===== src/rtl/booth4_pkg.sv =====
package booth4_pkg;

  // Recoded radix-4 digit: nz selects a nonzero multiple, dbl picks 2a over a,
  // neg subtracts the multiple.
  typedef struct packed {
    logic neg;
    logic dbl;
    logic nz;
  } bdigit_t;

  typedef enum logic {
    ST_IDLE = 1'b0,
    ST_RUN  = 1'b1
  } bstate_t;

endpackage


===== src/rtl/booth4_recoder.sv =====
module booth4_recoder
  import booth4_pkg::*;
(
  input  logic [2:0] trip,   // {x(i+1), x(i), x(i-1)}
  output bdigit_t    dig
);

  always_comb begin
    dig = '0;
    unique case (trip)
      3'b000, 3'b111: dig = '{neg: 1'b0, dbl: 1'b0, nz: 1'b0};
      3'b001, 3'b010: dig = '{neg: 1'b0, dbl: 1'b0, nz: 1'b1};
      3'b011:         dig = '{neg: 1'b0, dbl: 1'b1, nz: 1'b1};
      3'b100:         dig = '{neg: 1'b1, dbl: 1'b1, nz: 1'b1};
      3'b101, 3'b110: dig = '{neg: 1'b1, dbl: 1'b0, nz: 1'b1};
      default:        dig = '0;
    endcase
  end

endmodule


===== src/rtl/booth4_multiple.sv =====
module booth4_multiple
  import booth4_pkg::*;
#(
  parameter int WIDTH = 16,
  localparam int ACC_W = WIDTH + 2
) (
  input  logic [WIDTH-1:0] a,
  input  bdigit_t          dig,
  output logic [ACC_W-1:0] addend,
  output logic             cin
);

  logic [ACC_W-1:0] a_ext;
  logic [ACC_W-1:0] mag;
  logic [ACC_W-1:0] sel;

  always_comb begin
    a_ext  = {{2{a[WIDTH-1]}}, a};
    mag    = dig.dbl ? {a_ext[ACC_W-2:0], 1'b0} : a_ext;
    sel    = dig.nz ? mag : '0;
    // subtraction: one's complement here, the +1 enters as adder carry-in
    addend = dig.neg ? ~sel : sel;
    cin    = dig.neg;
  end

endmodule


===== src/rtl/booth4_datapath.sv =====
module booth4_datapath
  import booth4_pkg::*;
#(
  parameter int WIDTH = 16,
  localparam int ACC_W = WIDTH + 2
) (
  input  logic               clk,
  input  logic               rst_n,
  input  logic               load,
  input  logic               step,
  input  logic [WIDTH-1:0]   mcand,
  input  logic [WIDTH-1:0]   mplier,
  output logic [2*WIDTH-1:0] product
);

  logic [WIDTH-1:0] a_q, a_d;
  logic [ACC_W-1:0] hi_q, hi_d;
  logic [WIDTH-1:0] lo_q, lo_d;
  logic             prev_q, prev_d;
  logic             en;

  bdigit_t          dig;
  logic [ACC_W-1:0] addend;
  logic             cin;
  logic [ACC_W-1:0] sum;
  logic [WIDTH+1:0] lo_cat;

  booth4_recoder u_rec (
    .trip ({lo_q[1], lo_q[0], prev_q}),
    .dig  (dig)
  );

  booth4_multiple #(.WIDTH(WIDTH)) u_mult (
    .a      (a_q),
    .dig    (dig),
    .addend (addend),
    .cin    (cin)
  );

  assign en = load | step;

  always_comb begin
    sum    = hi_q + addend + {{(ACC_W-1){1'b0}}, cin};
    lo_cat = {sum[1:0], lo_q};
    if (load) begin
      a_d    = mcand;
      hi_d   = '0;
      lo_d   = mplier;
      prev_d = 1'b0;            // implicit bit right of the LSB
    end else begin
      a_d    = a_q;
      hi_d   = {{2{sum[ACC_W-1]}}, sum[ACC_W-1:2]};   // arithmetic shift by two
      lo_d   = lo_cat[WIDTH+1:2];
      prev_d = lo_q[1];
    end
  end

  always_ff @(posedge clk or negedge rst_n) begin
    if (!rst_n) begin
      a_q    <= '0;
      hi_q   <= '0;
      lo_q   <= '0;
      prev_q <= 1'b0;
    end else if (en) begin
      a_q    <= a_d;
      hi_q   <= hi_d;
      lo_q   <= lo_d;
      prev_q <= prev_d;
    end
  end

  assign product = {hi_q[WIDTH-1:0], lo_q};

endmodule


===== src/rtl/booth4_ctrl.sv =====
module booth4_ctrl
  import booth4_pkg::*;
#(
  parameter int STEPS = 8,
  localparam int CNT_W = (STEPS > 1) ? $clog2(STEPS) : 1
) (
  input  logic clk,
  input  logic rst_n,
  input  logic start,
  output logic load,
  output logic step,
  output logic busy,
  output logic done
);

  localparam logic [CNT_W-1:0] LAST = CNT_W'(STEPS - 1);

  bstate_t          state_q, state_d;
  logic [CNT_W-1:0] cnt_q, cnt_d;
  logic             done_q, done_d;
  logic             last;

  always_comb begin
    load    = (state_q == ST_IDLE) && start;
    step    = (state_q == ST_RUN);
    last    = step && (cnt_q == LAST);
    state_d = state_q;
    if (load)      state_d = ST_RUN;
    else if (last) state_d = ST_IDLE;
    cnt_d   = load ? '0 : (step ? cnt_q + 1'b1 : cnt_q);
    done_d  = last;
  end

  always_ff @(posedge clk or negedge rst_n) begin
    if (!rst_n) begin
      state_q <= ST_IDLE;
      cnt_q   <= '0;
      done_q  <= 1'b0;
    end else begin
      state_q <= state_d;
      if (load | step) cnt_q <= cnt_d;
      done_q  <= done_d;
    end
  end

  assign busy = (state_q == ST_RUN);
  assign done = done_q;

endmodule


===== src/rtl/booth4_mul.sv =====
module booth4_mul #(
  parameter int WIDTH = 16,
  localparam int STEPS = WIDTH / 2
) (
  input  logic               clk,
  input  logic               rst_n,
  input  logic               start,
  input  logic [WIDTH-1:0]   mcand,
  input  logic [WIDTH-1:0]   mplier,
  output logic               busy,
  output logic               done,
  output logic [2*WIDTH-1:0] product
);

  logic [1:0] rst_sync_q;
  logic       rst_int_n;
  logic       load;
  logic       step;

  // asynchronous assertion, synchronous release
  always_ff @(posedge clk or negedge rst_n) begin
    if (!rst_n) rst_sync_q <= 2'b00;
    else        rst_sync_q <= {rst_sync_q[0], 1'b1};
  end
  assign rst_int_n = rst_sync_q[1];

  booth4_ctrl #(.STEPS(STEPS)) u_ctrl (
    .clk   (clk),
    .rst_n (rst_int_n),
    .start (start),
    .load  (load),
    .step  (step),
    .busy  (busy),
    .done  (done)
  );

  booth4_datapath #(.WIDTH(WIDTH)) u_dp (
    .clk     (clk),
    .rst_n   (rst_int_n),
    .load    (load),
    .step    (step),
    .mcand   (mcand),
    .mplier  (mplier),
    .product (product)
  );

endmodule


===== config.mk =====
export PLATFORM = sky130hd
export DESIGN_NAME = booth4_mul
export DESIGN_NICKNAME = d
export VERILOG_FILES = /design/src/rtl/booth4_pkg.sv /design/src/rtl/booth4_recoder.sv /design/src/rtl/booth4_multiple.sv /design/src/rtl/booth4_datapath.sv /design/src/rtl/booth4_ctrl.sv /design/src/rtl/booth4_mul.sv
export SDC_FILE = /design/constraint.sdc
export NUM_CORES = 1
export LEC_CHECK = 0
export ABC_CLOCK_PERIOD_IN_PS = 2950
export BUFFER_PORTS_ARGS = -buffer_cell sky130_fd_sc_hd__buf_2
export CAP_MARGIN = 20
export CORE_ASPECT_RATIO = 1.25
export CORE_UTILIZATION = 30
export DETAILED_ROUTE_END_ITERATION = 8
export GPL_ROUTABILITY_DRIVEN = 0
export SLEW_MARGIN = 20
export SYNTH_ARGS = -nofsm -noshare
export SYNTH_HDL_FRONTEND = slang
export SYNTH_HIERARCHICAL = 1
export SYNTH_SLANG_ARGS = --single-unit

===== constraint.sdc =====
create_clock -name clk -period 2.95 [get_ports clk]
set_input_delay 0.1475 -clock clk [delete_from_list [all_inputs] [get_ports clk]]
set_output_delay 0.1475 -clock clk [all_outputs]
set_load 0.005 [all_outputs]

Word level (Yosys, flattened, before mapping)
Memory sizes are Yosys's and may differ from the RTL's.
Cells that the tools add are included.
{ "totals": {"reg_bits": 58, "latchBits": 0, "ram_bits": 0, "mem_bits_ro": 24, "input_bits": 35, "out_inout_bits": 34, "word_cells": 32, "memories": 1} }
{ "mem_list": {"columns": ["memory", "depth", "word_bits", "read_ports", "rd_ports_with_merged_regs", "write_ports", "line", "rtl"], "rows": [
  ["(name not given)", 8, 3, 1, 0, 0, "booth4_recoder.sv:10", "unique case (trip)"]
]} }
{ "classes": {"n_addsub": 3, "multipliers": 0, "div": 0, "magnitude_cmp": 0, "eq_ne": 1, "shifts": 0, "muxes": 10, "n_bitwise": 3, "reduce_logical": 6} }
{ "op_table": {"columns": ["cell", "count"], "rows": [
  ["two-way mux 18 bit", 3],
  ["two-way mux 16 bit", 2],
  ["adder 18 x 1 -> 18 bit", 1],
  ["adder 18 bit", 1],
  ["inverter 18 bit", 1],
  ["two-way mux 3 bit", 2],
  ["AND reduction 2 bit", 2],
  ["nonzero test 2 bit", 2],
  ["adder 3 x 1 -> 3 bit (second input constant)", 1],
  ["== test 3 bit (second input constant)", 1],
  ["two-way mux 1 bit", 3],
  ["logical AND 1 bit", 2],
  ["inverter 1 bit", 1],
  ["bitwise OR 1 bit", 1]
]} }

Logic depth before layout (Yosys ltp)
An unclocked memory read counts as a cell.
{ "logic_depth": {"ltp_word": 8, "ltp_mapped": 15, "mapped_depth_nobuf": 12} }

Modules after synthesis
Netlist, hierarchy kept.
{ "modules_own_cells": {"columns": ["module", "instances", "cells_each", "area_each_um2", "seq_area_each_um2"], "rows": [
  ["booth4_datapath", 1, 295, 2952.8, 1226.2],
  ["booth4_multiple", 1, 57, 510.5, 0.0],
  ["booth4_ctrl", 1, 15, 219.0, 125.1],
  ["booth4_mul", 1, 3, 53.8, 50.0],
  ["booth4_recoder", 1, 7, 41.3, 0.0]
]} }

Least setup slack after synthesis
No wires, ideal clock.
{ "synth_path": {"kind": "reg-to-reg", "start": "reg u_dp.lo_q[1]", "end": "reg u_dp.hi_q[12]", "setup_time_ps": 120, "t_arrival_ps": 3264, "t_required_ps": 2830, "slack_ps": -433, "stages_incl_launch_ff": 15, "n_path_buf": 2, "synth_period_minus_slack_ps": 3383, "path_cell_list": "dfrtp_1 -> or3b_1 -> o21ai_0 -> buf_6 -> buf_12 -> nand3b_1 -> xnor2_1 -> fa_1 -> fa_1 -> a211oi_1 -> o211ai_1 -> nand2_1 -> o211ai_1 -> a211o_1 -> and3_1"} }
{ "synth_lines": {"columns": ["element", "line", "rtl"], "rows": [
  ["start, declared", "booth4_datapath.sv:18", "logic [WIDTH-1:0] lo_q, lo_d;"],
  ["start signal, assigned", "booth4_datapath.sv:67", "lo_q <= lo_d;"],
  ["end signal, assigned", "booth4_datapath.sv:66", "hi_q <= hi_d;"],
  ["end, declared", "booth4_datapath.sv:17", "logic [ACC_W-1:0] hi_q, hi_d;"]
]} }

==> out/summary.md <==
The global route total overflow is 0, and the number of unique standard cell types used by synthesis is 60. The clock tree synthesis step divided the H-tree into 2 levels. Once layout is done, the placed cells without fillers occupy 5080 um^2. The kind of end point of the critical path is a flip-flop. After the first detailed-routing iteration, the DRC count stood at 105. The post-synthesis area per instance came out at 10.0 um^2. For the worst setup path, the data arrival time is 3.47 ns. The area fraction in and, or, nand and nor cells after synthesis was 0.146. The library cell used as clock root buffer is clkbuf_16. The number of antenna violations at the first check in global routing is 0. Together, buffers and inverters on the worst path number 4. The die outline height is 127 um, and the clock transition at the registers of the reported paths is 0.08 ns. The shortest clock period the worst path allows after layout is 3.22 ns. The top cell family by delay on the critical path is compound AO/OA/AOI/OAI gates.

Among all flip-flop cells after synthesis, the most frequent one is dfrtp_1. In this run, synthesis produced a sequential element count of 56. The multiplexer share of the synthesized area was 0.165; the overall die area was 13000 um^2. Main combinational cell family by area after synthesis: multiplexers. After detailed routing, the number of remaining DRC violations is 0.

The adder and majority gate portion of the synthesized area came out at 0.0702. In this run the worst path has a maximum fanout of 8. The met2 track demand over resource is 0.255. The layout cell share with drive strength beyond 1 is 0.473, and the area growth from synthesis to layout is 34.6%. In this run the cell area measured after placement is 4630 um^2. The share of synthesized flip-flops with an asynchronous set or reset is 1.00. In this design, the critical path's most frequently occurring cell is buf_4. Sorting the synthesized cells by how often they occur yields dfrtp_1 (56), nand2_1 (40), o21ai_0 (26).

The clock buffer count from CTS is 5. The later pin in the worst-skew pair is clocked with a latency of 0.30 ns. In the post-synthesis netlist, the cell with the most instances is dfrtp_1. Most area-hungry cell type in the Yosys netlist: dfrtp_1.

The total number of clock tree sinks was 56; the xor and xnor fraction of the mapped netlist area was 0.0533. For the peak clock frequency supported by timing, the log shows 0.311 GHz. In the final design database the tool counted 547 nets. Counting flops with a built-in enable in the synthesized netlist gives 0. The flow ran to the end, but the final reports show violations. The count of buffers inserted at the top-level ports is 68.

The cell with the biggest individual delay on the critical path is dfrtp_1. Met3 demand-to-capacity share in global routing: 0.0323. In this run the most used layer during global routing was met2.

The synthesized-area fraction occupied by ao, oa, aoi and oai cells is 0.152, and the count of maximum capacitance violations is 0. The tools report the site row count as 45. Setup repair after global routing could not meet its margin everywhere.

The tightest min-delay check is of the primary input to flip-flop type. The number of antenna diodes in the final layout is 0. The final cycle utilization of the critical path is 1.09. The logs give 0 for the number of nets still failing antenna checks after routing and 69 for the number of I/O pins. For the final database, setup skew stands at 0.00848 ns.

Element type at the critical path start: a flip-flop. The category of the most critical setup path was flip-flop to flip-flop. After detailed routing, the average wire length per cell comes to 14.2 um.

The initial cell density of the core is 0.309. Yosys printed 6 warnings. TritonCTS built the clock tree. Via count of the first global-routing pass: 3220. The pin count of the biggest net entering global routing is 54.

The signal on the critical path passes through or3b_1, o21ai_1, buf_4, buf_4, mux2_2, nand2_2, xnor2_2, ha_4, buf_4, a2111oi_4, inv_2, o21a_4, o2111ai_4, mux2_4, nand3_2. The cell area after synthesis is 3780 um^2, and the detailed-routing iteration count for the pre-antenna-repair pass is 5. Relative slew slack: 0.561.

The fraction of synthesized cell area taken by the top area cell type is 0.371. The clock passes through at most 2 buffers. For this block, the via count after detailed routing is 3178.

Summed over all nets, the half-perimeter wirelength after detailed placement is 6960 um. The overall fraction of global-route tracks in use came out at 0.148. The worst slack after detailed placement is -0.304 ns, and the required time of the worst setup path is 3.20 ns. Mean number of vias per cell: 4.84. The first global-routing pass estimated 15200 um of wire. The overall routed net length is 9350 um. The cell count after synthesis came out at 377.

Synthesis produced a netlist with a net count of 432. The logs give 1188 for the total of fill cells in the finished design and 0 for the final count of pins violating max slew. The tools report the final number of setup-violating endpoints as 12. In this run the standard cell core region covers 12200 um^2. The worst setup margin is -0.271 ns, and the overall die width is 102 um. At the pin with the least slew margin, the transition time is 0.655 ns.

For the final hold violation count, the log shows 0. After synthesis, the cell types taking the most area are dfrtp_1 (37%), mux2_2 (6.6%), ha_1 (6.0%). The fraction of the yosys area taken by sequential cells is 0.371. The final reports fail on setup timing.

The met1 capacity usage during global routing was 0.183; the longest individual stage delay on the worst path was 0.38 ns.
[state kept, by name (all words and copies together), names as in the netlist]
name and flops:
u_dp/prev_q 1, u_dp/hi_q 16, u_ctrl/cnt_q 3, rst_sync_q 2, u_dp/a_q 16, u_ctrl/done 1
u_dp/lo_q 16, u_ctrl/busy 1
[placed cells by master (no fill, tap or decap), types with 3 or more instances in the layout]
master / netlist / routed
nand2b_1: 3 / 3
ha_1: 18 / 14
a211oi_1: 6 / 4
nand4_1: 3 / 3
a21o_1: 4 / 4
mux2_4: 11 / 13
a21oi_1: 13 / 3
dfrtp_1: 56 / 54
o211ai_1: 7 / 7
xnor2_1: 22 / 17
buf_2: 6 / 68
buf_4: 4 / 56
nand3_1: 7 / 7
clkbuf_16: 0 / 5
o21ai_0: 26 / 17
ha_4: 0 / 3
nand2_1: 40 / 36
buf_6: 2 / 4
xnor2_2: 0 / 5
o21ai_2: 0 / 3
nor3_1: 5 / 5
nor2_1: 25 / 24
o21ai_1: 4 / 8
nand3b_1: 6 / 6
a21oi_2: 2 / 11
mux2_2: 22 / 20
mux2i_1: 21 / 21
inv_1: 3 / 3
nand2_2: 9 / 13
[per-stage QoR]
stage          cells  hold WS (ns)  utilization  setup TNS, ns
2_1_floorplan    377        -0.148            -         -0.615
3_3_place_gp     640       -0.0676        0.379          -1.45
3_5_place_dp     640       -0.0670        0.379          -1.86
4_1_cts          653        0.0455        0.400          -1.51
5_1_grt          657        0.0530        0.416          -3.85
6_report         657        0.0499        0.416          -1.58
[cell families after synthesis]
| group | count (synthesis) |
|---|---|
| flops | 56 |
| fa+ha+maj | 20 |
| other cells | 1 |
| compound gates | 83 |
| mux | 54 |
| simple gates | 113 |
| xor+xnor | 23 |
| buf+inv | 27 |
[worst min-delay path, cell delays in order]
cell and delay, ns:
buf_2 0.07, nand2_1 0.04, o21ai_0 0.06
[layer usage]
metal | vias up | wire, um
met2 | 75 | 4800
li1 | 1580 | -
met1 | 1510 | 4000
met4 | 0 | 135
met5 | - | 0
met3 | 13 | 419
[final cells by class]
cell class,instances,area [um^2],share of cell area
inverters,4,15.0,0.00295
repair buffers,131,856,0.168
well taps,164,205,0.0404
clock buffers,5,125,0.0246
clock inverters,3,27.5,0.00541
multi-input cells,294,2450,0.482
flip-flops and latches,56,1400,0.276
[repair_timing]
item                                    4_1_cts  5_1_grt
gates cloned                                  0        0
setup buffers                                 4        4
hold buffers                                  1        0
endpoints found under the setup margin       12       15
hold endpoints to repair                      2        0
pin swaps                                    10       25
resized for setup                            19       35
[final timing paths]
kind,startpoint,endpoint,slack (ns),cells past startpoint
setup reg to reg,u_dp/prev_q$_DFFE_PN0N_,u_dp/hi_q[16]$_DFFE_PN0N_,-0.27,15
min in group asynchronous,rst_n,rst_sync_q[1]$_DFF_PN0_,0.15,2
hold reg to reg,rst_sync_q[1]$_DFF_PN0_,u_dp/a_q[10]$_DFFE_PN0P_,0.30,0
setup / recovery,u_dp/prev_q$_DFFE_PN0N_,u_dp/hi_q[16]$_DFFE_PN0N_,-0.27,15
hold / removal,mplier[4],u_dp/lo_q[4]$_DFFE_PN0N_,0.05,3
max in group asynchronous,rst_sync_q[1]$_DFF_PN0_,u_dp/hi_q[4]$_DFFE_PN0N_,2.00,1
Power is not shown: default switching activity piles up to over one toggle a cycle in this logic, so the estimate is an artifact.
